--- config.mk ---
export PLATFORM = sky130hd
export DESIGN_NAME = vlcnt_incr
export DESIGN_NICKNAME = d
export VERILOG_FILES = /design/src/rtl/vlcnt_pkg.sv /design/src/rtl/vlcnt_avail.sv /design/src/rtl/vlcnt_pattern.sv /design/src/rtl/vlcnt_scale_add.sv /design/src/rtl/vlcnt_incr.sv
export SDC_FILE = /design/constraint.sdc
export NUM_CORES = 1
export LEC_CHECK = 0
export ABC_CLOCK_PERIOD_IN_PS = 27300
export BUFFER_PORTS_ARGS = -buffer_cell sky130_fd_sc_hd__buf_2
export CORE_MARGIN = 4
export CORE_UTILIZATION = 50
export DETAILED_ROUTE_END_ITERATION = 7
export HOLD_SLACK_MARGIN = 0.08
export MAX_ROUTING_LAYER = met4
export PLACE_DENSITY = 0.82
export SLEW_MARGIN = 20
export SYNTH_ARGS = -nofsm -noshare
export SYNTH_HDL_FRONTEND = slang
export SYNTH_HIERARCHICAL = 1
export SYNTH_SLANG_ARGS = --single-unit
--- constraint.sdc ---
create_clock -name clk -period 27.3 [get_ports clk]
set_input_delay 4.095 -clock clk [delete_from_list [all_inputs] [get_ports clk]]
set_output_delay 4.095 -clock clk [all_outputs]
set_load 0.02 [all_outputs]
--- src/rtl/vlcnt_pkg.sv ---
`timescale 1ns/1ps
package vlcnt_pkg;
    localparam int DATA_W   = 64;
    localparam int VL_W     = 12;
    localparam int VL_MIN   = 128;
    localparam int VL_MAX   = 2048;
    localparam int VL_GRAN  = 128;
    localparam int MIN_ES   = 8;
    localparam int CNT_W    = $clog2(VL_MAX / MIN_ES) + 1;
    localparam int MF_W     = 4;
    localparam int MUL_W    = MF_W + 1;
    localparam int PROD_W   = CNT_W + MUL_W;

    typedef enum logic [1:0] {ES_8 = 2'd0, ES_16 = 2'd1, ES_32 = 2'd2, ES_64 = 2'd3} esize_e;

    localparam logic [4:0] PAT_POW2    = 5'd0;
    localparam logic [4:0] PAT_FIX_TOP = 5'd8;
    localparam logic [4:0] PAT_EXP_TOP = 5'd13;
    localparam logic [4:0] PAT_MUL4    = 5'd29;
    localparam logic [4:0] PAT_MUL3    = 5'd30;
    localparam logic [4:0] PAT_ALL     = 5'd31;
endpackage

--- src/rtl/vlcnt_avail.sv ---
`timescale 1ns/1ps
module vlcnt_avail
    import vlcnt_pkg::*;
(
    input  logic [VL_W-1:0]  vl_in,
    input  esize_e           es,
    output logic [VL_W-1:0]  vl_legal,
    output logic [CNT_W-1:0] avail
);
    localparam int GRAN_B = $clog2(VL_GRAN);
    localparam int MIN_SH = $clog2(MIN_ES);

    logic [VL_W-1:0] shifted;
    logic [2:0]      shamt;

    always_comb begin
        if (vl_in < VL_W'(VL_MIN))
            vl_legal = VL_W'(VL_MIN);
        else if (vl_in > VL_W'(VL_MAX))
            vl_legal = VL_W'(VL_MAX);
        else
            vl_legal = {vl_in[VL_W-1:GRAN_B], {GRAN_B{1'b0}}};
    end

    always_comb begin
        shamt   = 3'(MIN_SH) + {1'b0, es};
        shifted = vl_legal >> shamt;
        avail   = shifted[CNT_W-1:0];
    end
endmodule

--- src/rtl/vlcnt_pattern.sv ---
`timescale 1ns/1ps
module vlcnt_pattern
    import vlcnt_pkg::*;
(
    input  logic [4:0]       pat,
    input  logic [CNT_W-1:0] avail,
    output logic [CNT_W-1:0] cnt
);
    localparam logic [CNT_W-1:0] ONE = CNT_W'(1);

    logic [CNT_W-1:0] pow2, req, fixed_cnt, mul4, mul3;

    // Highest set bit of the available count
    always_comb begin
        pow2 = '0;
        for (int i = 0; i < CNT_W; i++)
            if (avail[i]) pow2 = ONE << i;
    end

    always_comb begin
        if (pat <= PAT_FIX_TOP)
            req = CNT_W'(pat);
        else
            req = ONE << (pat - 5'd5);
        fixed_cnt = (req > avail) ? '0 : req;
        mul4      = {avail[CNT_W-1:2], 2'b00};
        mul3      = avail - (avail % CNT_W'(3));
    end

    always_comb begin
        unique case (pat)
            PAT_POW2:                               cnt = pow2;
            5'd1, 5'd2, 5'd3, 5'd4, 5'd5, 5'd6,
            5'd7, 5'd8, 5'd9, 5'd10, 5'd11, 5'd12,
            PAT_EXP_TOP:                            cnt = fixed_cnt;
            PAT_MUL4:                               cnt = mul4;
            PAT_MUL3:                               cnt = mul3;
            PAT_ALL:                                cnt = avail;
            default:                                cnt = '0;
        endcase
    end
endmodule

--- src/rtl/vlcnt_scale_add.sv ---
`timescale 1ns/1ps
module vlcnt_scale_add
    import vlcnt_pkg::*;
(
    input  logic [DATA_W-1:0] operand,
    input  logic [CNT_W-1:0]  cnt,
    input  logic [MF_W-1:0]   mfield,
    output logic [DATA_W-1:0] sum
);
    logic [MUL_W-1:0]  mult;
    logic [PROD_W-1:0] prod;

    always_comb begin
        mult = {1'b0, mfield} + MUL_W'(1);
        prod = {{MUL_W{1'b0}}, cnt} * {{CNT_W{1'b0}}, mult};
        sum  = operand + {{(DATA_W-PROD_W){1'b0}}, prod};
    end
endmodule

--- src/rtl/vlcnt_incr.sv ---
`timescale 1ns/1ps
module vlcnt_incr
    import vlcnt_pkg::*;
#(
    parameter bit REG_OUT = 1'b1
) (
    input  logic              clk,
    input  logic              rst_n,
    input  logic              in_valid,
    input  logic [DATA_W-1:0] operand,
    input  logic [4:0]        pattern,
    input  logic [MF_W-1:0]   mult_field,
    input  logic [1:0]        esize_sel,
    input  logic [VL_W-1:0]   vlen_bits,
    output logic              out_valid,
    output logic [DATA_W-1:0] result
);
    logic [VL_W-1:0]   vl_legal;
    logic [CNT_W-1:0]  avail, cnt;
    logic [DATA_W-1:0] sum;

    vlcnt_avail u_avail (
        .vl_in(vlen_bits), .es(esize_e'(esize_sel)),
        .vl_legal(vl_legal), .avail(avail)
    );

    vlcnt_pattern u_pat (.pat(pattern), .avail(avail), .cnt(cnt));

    vlcnt_scale_add u_add (
        .operand(operand), .cnt(cnt), .mfield(mult_field), .sum(sum)
    );

    generate
        if (REG_OUT) begin : g_reg
            always_ff @(posedge clk) begin
                if (!rst_n) begin
                    out_valid <= 1'b0;
                    result    <= '0;
                end else begin
                    out_valid <= in_valid;
                    if (in_valid) result <= sum;
                end
            end


            lat_on_chk: assert property (@(posedge clk) disable iff (!rst_n)
                in_valid |=> out_valid);

            lat_off_chk: assert property (@(posedge clk) disable iff (!rst_n)
                !in_valid |=> !out_valid);

            hold_chk: assert property (@(posedge clk) disable iff (!rst_n)
                !in_valid |=> $stable(result));
        end else begin : g_comb
            assign out_valid = in_valid;
            assign result    = sum;
        end
    endgenerate


    vl_legal_chk: assert property (@(posedge clk) disable iff (!rst_n)
        vl_legal[6:0] == 7'd0 && vl_legal >= VL_W'(VL_MIN) && vl_legal <= VL_W'(VL_MAX));

    cnt_bound_chk: assert property (@(posedge clk) disable iff (!rst_n)
        cnt <= avail);

    pow2_chk: assert property (@(posedge clk) disable iff (!rst_n)
        pattern == PAT_POW2 |-> $countones(cnt) == 1 && ({1'b0, cnt} << 1) > {1'b0, avail});

    mul4_chk: assert property (@(posedge clk) disable iff (!rst_n)
        pattern == PAT_MUL4 |-> cnt[1:0] == 2'b00 && (avail - cnt) < CNT_W'(4));

    all_chk: assert property (@(posedge clk) disable iff (!rst_n)
        pattern == PAT_ALL |-> cnt == avail);

    unassigned_chk: assert property (@(posedge clk) disable iff (!rst_n)
        (pattern > PAT_EXP_TOP && pattern < PAT_MUL4) |-> cnt == '0);
endmodule

# Word-level counts from Yosys, hierarchy flattened
# Cells that the tools add are included.
# word_totals
in_bits	90
ff_bits	65
wordCells	47
# classes
mul	1
n_reduce_logical	2
n_eq_ne	16
addsub	5
shift	2
muxes	14
n_div	1
order_cmp	4
# op_table
op	count
adder 64 x 14 -> 64 bit	1
one-hot mux 9 bit (5 select lines)	1
equality test 5 x 4 -> 1 bit, second input constant	6
two-way mux 9 bit	3
two-way mux 12 bit	2
equality test 5 x 3 -> 1 bit, second input constant	4
equality test 5 bit, second input constant	3
multiplier 9 x 5 -> 14 bit	1
OR reduction 13 bit	1
> comparator 12 bit, second input constant	1
< comparator 12 x 8 -> 1 bit, second input constant	1
>> shifter 12 x 3 -> 9 bit	1
equality test 5 x 2 -> 1 bit, second input constant	2
> comparator 9 bit	1
remainder unit 9 x 2 -> 9 bit, second input constant	1
<< shifter 1 x 5 -> 9 bit, first input constant	1
subtractor 9 bit	1
two-way mux 8 bit	1
two-way mux 7 bit	1
two-way mux 6 bit	1
adder 4 x 1 -> 5 bit, second input constant	1
equality test 5 x 1 -> 1 bit, second input constant	1
less-or-equal comparator 5 x 4 -> 1 bit, second input constant	1
logical NOT 5 bit	1
7 further kinds	7

# Depth between registers and ports, before layout
# logic_depth
word_depth	16
ltp_mapped	54

# Modules after synthesis
# The synthesis kept the hierarchy.
# by_module_without_submodules
mod	cells_each	instances	seq_area_each_um2	area_each_um2
vlcnt_scale_add	395	1	0.0	3050.4
vlcnt_incr	208	1	1301.2	2489.9
vlcnt_pattern	352	1	0.0	2439.8
vlcnt_avail	40	1	0.0	284.0

# Least setup slack after synthesis
# OpenSTA, ideal clock, no wires.
# synth_path
path_type	in2reg
startpoint	input vlen_bits[11]
endpoint	register result[19]
setup_slack_ps	13080
stages	52
path_buffers	5
arrival_time_ps	14104
cell_sequence	buf_2 > nor2b_2 > mux2i_1 > nor2_1 > buf_2 > buf_1 > clkbuf_1 > ha_1 > buf_2 > xor2_1 > nand2_1 > a41oi_1 > a2111oi_2 > a21oi_1 > nand2_1 > nand3_1 > o21ai_0 > ha_1 > [... 16 more ...] > xnor2_1 > a41oi_1 > o31ai_1 > nor2b_1 > fa_1 > inv_1 > fa_1 > fa_1 > inv_1 > ha_1 > o21ai_0 > nor2_1 > a41oi_2 > o21a_2 > or3_4 > xnor2_2 > mux2i_1 > nor2b_1
# synth_between
elab_cells_between_ends	21
cone_classes	2 x add/sub; 1 x mul; 1 x div; 3 x order compare; 1 x shift; 13 x mux
# synth_lines
element	line	source
start: declaration	vlcnt_incr.sv:14	input logic [VL_W-1:0] vlen_bits,
> comparator 12 bit	vlcnt_avail.sv:19	else if (vl_in > VL_W'(VL_MAX))
two-way mux 12 bit	vlcnt_avail.sv:19	
two-way mux 12 bit (*)	vlcnt_avail.sv:17	if (vl_in < VL_W'(VL_MIN))
named net vl_legal[10]	vlcnt_incr.sv:18	logic [VL_W-1:0] vl_legal;
>> shifter 12 x 3 -> 9 bit (*)	vlcnt_avail.sv:27	shifted = vl_legal >> shamt;
named net avail[7]	vlcnt_incr.sv:19	logic [CNT_W-1:0] avail, cnt;
remainder unit 9 x 2 -> 9 bit or > comparator 9 bit (tied branches)	vlcnt_pattern.sv:27, vlcnt_pattern.sv:25	
subtractor 9 bit or two-way mux 9 bit (tied branches)	vlcnt_pattern.sv:27, vlcnt_pattern.sv:25	
one-hot mux 9 bit (5 select lines) (*)	vlcnt_pattern.sv:31	unique case (pat)
named net cnt[8]	vlcnt_incr.sv:19	
multiplier 9 x 5 -> 14 bit (*)	vlcnt_scale_add.sv:15	prod = {{MUL_W{1'b0}}, cnt} * {{CNT_W{1'b0}}, mult};
adder 64 x 14 -> 64 bit (*)	vlcnt_scale_add.sv:16	sum = operand + {{(DATA_W-PROD_W){1'b0}}, prod};
named net sum[19]	vlcnt_incr.sv:20	logic [DATA_W-1:0] sum;
end signal: assignment	vlcnt_incr.sv:41	if (in_valid) result <= sum;
end: declaration	vlcnt_incr.sv:16	output logic [DATA_W-1:0] result
# Mark *: on every way through the listed nets, which the timed path passes. The rest lies on a longest branch.
# A chain may end at the register's enable or synchronous reset.

# Final worst setup path
# layout_path
startpoint	input esize_sel[0]
endpoint	register result[39]
# layout_between
elab_cells_between_ends	18
cone_classes	3 x add/sub; 1 x mul; 1 x div; 1 x order compare; 1 x shift; 11 x mux
# layout_lines
element	line	source
start: declaration	vlcnt_incr.sv:13	input logic [1:0] esize_sel,
adder 2 x 2 -> 3 bit (*)	vlcnt_avail.sv:26	shamt = 3'(MIN_SH) + {1'b0, es};
>> shifter 12 x 3 -> 9 bit (*)	vlcnt_avail.sv:27	
named net avail[3]	vlcnt_incr.sv:19	
remainder unit 9 x 2 -> 9 bit or > comparator 9 bit (tied branches)	vlcnt_pattern.sv:27, vlcnt_pattern.sv:25	
subtractor 9 bit or two-way mux 9 bit (tied branches)	vlcnt_pattern.sv:27, vlcnt_pattern.sv:25	
one-hot mux 9 bit (5 select lines) (*)	vlcnt_pattern.sv:31	
named net cnt[8]	vlcnt_incr.sv:19	
multiplier 9 x 5 -> 14 bit (*)	vlcnt_scale_add.sv:15	
adder 64 x 14 -> 64 bit (*)	vlcnt_scale_add.sv:16	
named net sum[39]	vlcnt_incr.sv:20	
# Marks and branches as above.

==> qor.log <==
qor: sta.clock.fmax 63.9 MHz
qor: placement.placed_cells_incl_taps 1303
qor: sta.totalNegativeSetupSlack 0 ns
qor: final_layout.layout-area-overhead-vs-synth 12.0%
qor: logic_synthesis.synthesis.yosys.warnings 6
qor: setup_path.critical_path.endpoint_type flop
qor: cts.post_cts.repair.setup_buffers 0
qor: pwr.irDropWorstVdd 32.9 uV
qor: outcome.status finished, final reports clean
qor: setup_path.worstRegToRegCells 2
qor: routing.drc 0
qor: placement.portBuffers 147
qor: worst_hold_path.whs_path_depth 2
qor: cts.cts.sink_count 65
qor: floorplanning.std_cell_rows 46
qor: final_layout.sequential_cell_area 1300 um^2
qor: final_layout.final-instance-count-excl-fill 1321
qor: routing.detail_route_antenna_nets 0
qor: cts.cts-htree-levels 3
qor: global_route.antenna_found_initial 2
qor: routing.routed-via-count 7547
qor: cts.post_cts.resized_instances 0
qor: sta.finalHoldWorstSlack 0.509 ns
qor: job.max_cap_viol_count 0
qor: global_route.grt_pass1_vias 7325
qor: global_route.pin_count_of_the_biggest_net_entering_global_routing 66
qor: floorplanning.die_h 136 um
qor: floorplanning.core 15900 um^2
qor: setup_path.critPathRequiredTime 27.57 ns
qor: setup_path.crit_fanout 24
qor: sta.setup-violations-final 0
qor: cts.root_buffer clkbuf_16
qor: logic_synthesis.syn-mean-instance-area 8.32 um^2
qor: worst_hold_path.hold_class flop to flop
qor: sta.worst-slew-pin-transition 1.12 ns
qor: setup_path.worstSetupPathType input port to flop
qor: final_layout.final_layout_size_suffix_gt1_share 19.0%
qor: setup_path.cpMaxStageDelayCell o21ai_1
qor: logic_synthesis.synthesis.area 8190 um^2
qor: sta.worst_clock_skew 0 ns
qor: sta.postLayoutSetupSlackWorst 11.64 ns
qor: pwr.p_leak 4.17 nW
qor: cts.tritoncts.num_buffers 9
qor: placement.gp_congestion 0.972
qor: setup_path.worst-path-stages 46
qor: final_layout.multiInputGateArea 6290 um^2
qor: cts.worstSkewPairLatency 0.33 ns
qor: global_route.globalRouteTotalUtil 24.0%
qor: global_route.globalRoute.totalOverflow 0
qor: final_layout.n_fill_cell 1454
qor: pwr.pwr_density_cell 44.9 nW/um^2
qor: cts.worst_path_clk_slew 0.05 ns
qor: routing.drt-initial-drc-count 510
qor: routing.route.detailed.wl_per_inst 16.5 um
qor: pwr.fin_total_pwr 412 uW
qor: floorplanning.dieWidth 136 um
qor: setup_path.cp.buffers_inverters 3
qor: sta.period_needed 15.66 ns
qor: routing.dr.pass1.iters 5
qor: sta.setup_repair_after_global_routing_missed_its_margin no
qor: sta.finalCritPeriodShare 57.3%
qor: final_layout.design.final.nets 1269
qor: sta.report.final.hold_viol_count 0
qor: logic_synthesis.netlist_instances 984
qor: routing.postRouteWirelength 21.8 mm
qor: routing.route.detailed.vias_per_inst 5.71
qor: placement.detailedPlacementHpwl 16.9 mm
qor: setup_path.timing.critical_path.max_delay_family compound AO/OA/AOI/OAI gates
qor: setup_path.timing.critical_path.arrival 15.92 ns
qor: setup_path.cp-start-kind input port
qor: placement.dpl_worst_slack 11.49 ns
qor: floorplanning.fp.dieArea 18500 um^2
qor: cts.clockBufferDepth 2
qor: floorplanning.io_pins 155
qor: global_route.grt_first_pass_wirelength 35.5 mm
qor: sta.relSlewSlack 24.5%
qor: setup_path.critical-path-max-stage-delay 0.93 ns
qor: floorplanning.initial_utilization 51.4%
qor: logic_synthesis.synthesis.nets 1155
qor: cts.tritoncts_clock_tree done
qor: cts.post_cts_hold_buffer_count 0
qor: sta.final_max_slew_viol_count 0
## metrics by stage
step	instance area, um^2	util (%)
2_1_floorplan	8190	-
3_3_place_gp	8880	55.7
3_5_place_dp	8880	55.7
4_1_cts	9170	57.5
5_1_grt	9170	57.5
6_report	9170	57.5
## worst paths after layout
path                                               from                 endpoint  slack (ns)
worst min register to register   result[1]$_SDFFE_PN0P_   result[1]$_SDFFE_PN0P_        0.51
worst min-delay path             result[1]$_SDFFE_PN0P_   result[1]$_SDFFE_PN0P_        0.51
worst max register to register  result[48]$_SDFFE_PN0P_  result[48]$_SDFFE_PN0P_       26.57
worst max-delay path                       esize_sel[0]  result[39]$_SDFFE_PN0P_       11.64
## layer usage
layer	wire length (um)	vias to the layer above	GRT usage, %
li1	-	3691	-
met1	9390	3557	30.1
met2	10300	255	38.5
met3	1480	44	5.37
met4	640	0	7.78
met5	0	-	-
## state kept, by name (all words and copies together), names as in the netlist
signal and cells:
out_valid 1, result 64
## power breakdown
group	internal, mW	switching, mW	total [mW]	leakage (nW)
logic	0.0796	0.113	0.192	3.48
registers	0.103	0.00414	0.107	0.537
clock network	0.0701	0.0422	0.112	0.146
total	0.253	0.159	0.412	4.17
## layout make-up
class                      instances  share of cell area (%)
multi-input combinational        805                    68.6
sequential                        65                    14.2
tap                              216                    2.95
clock inverter                     6                   0.641
inverter                          66                    2.70
clock buffer                      10                    2.50
timing repair buffer             151                    8.38
antenna                            2                  0.0546
## placed cells by master, fill, tap and decap left out, types with 34 or more instances in the layout
cell type,n
inv_1,66
mux2i_1,71
nor2b_1,95
dfxtp_1,65
nand2_1,60
ha_1,47
and2_1,34
a21oi_1,39
xnor2_1,45
nand3_1,37
buf_2,146
nor2_1,50
fa_1,34
## worst register-to-register path, delay by kind of cell, from the launching register on
kind | cells | cell delay [ns]
flip-flops | 1 | 0.36
multiplexers | 1 | 0.10
AND/OR/NAND/NOR | 1 | 0.19
(Power assumes the default switching activity.)
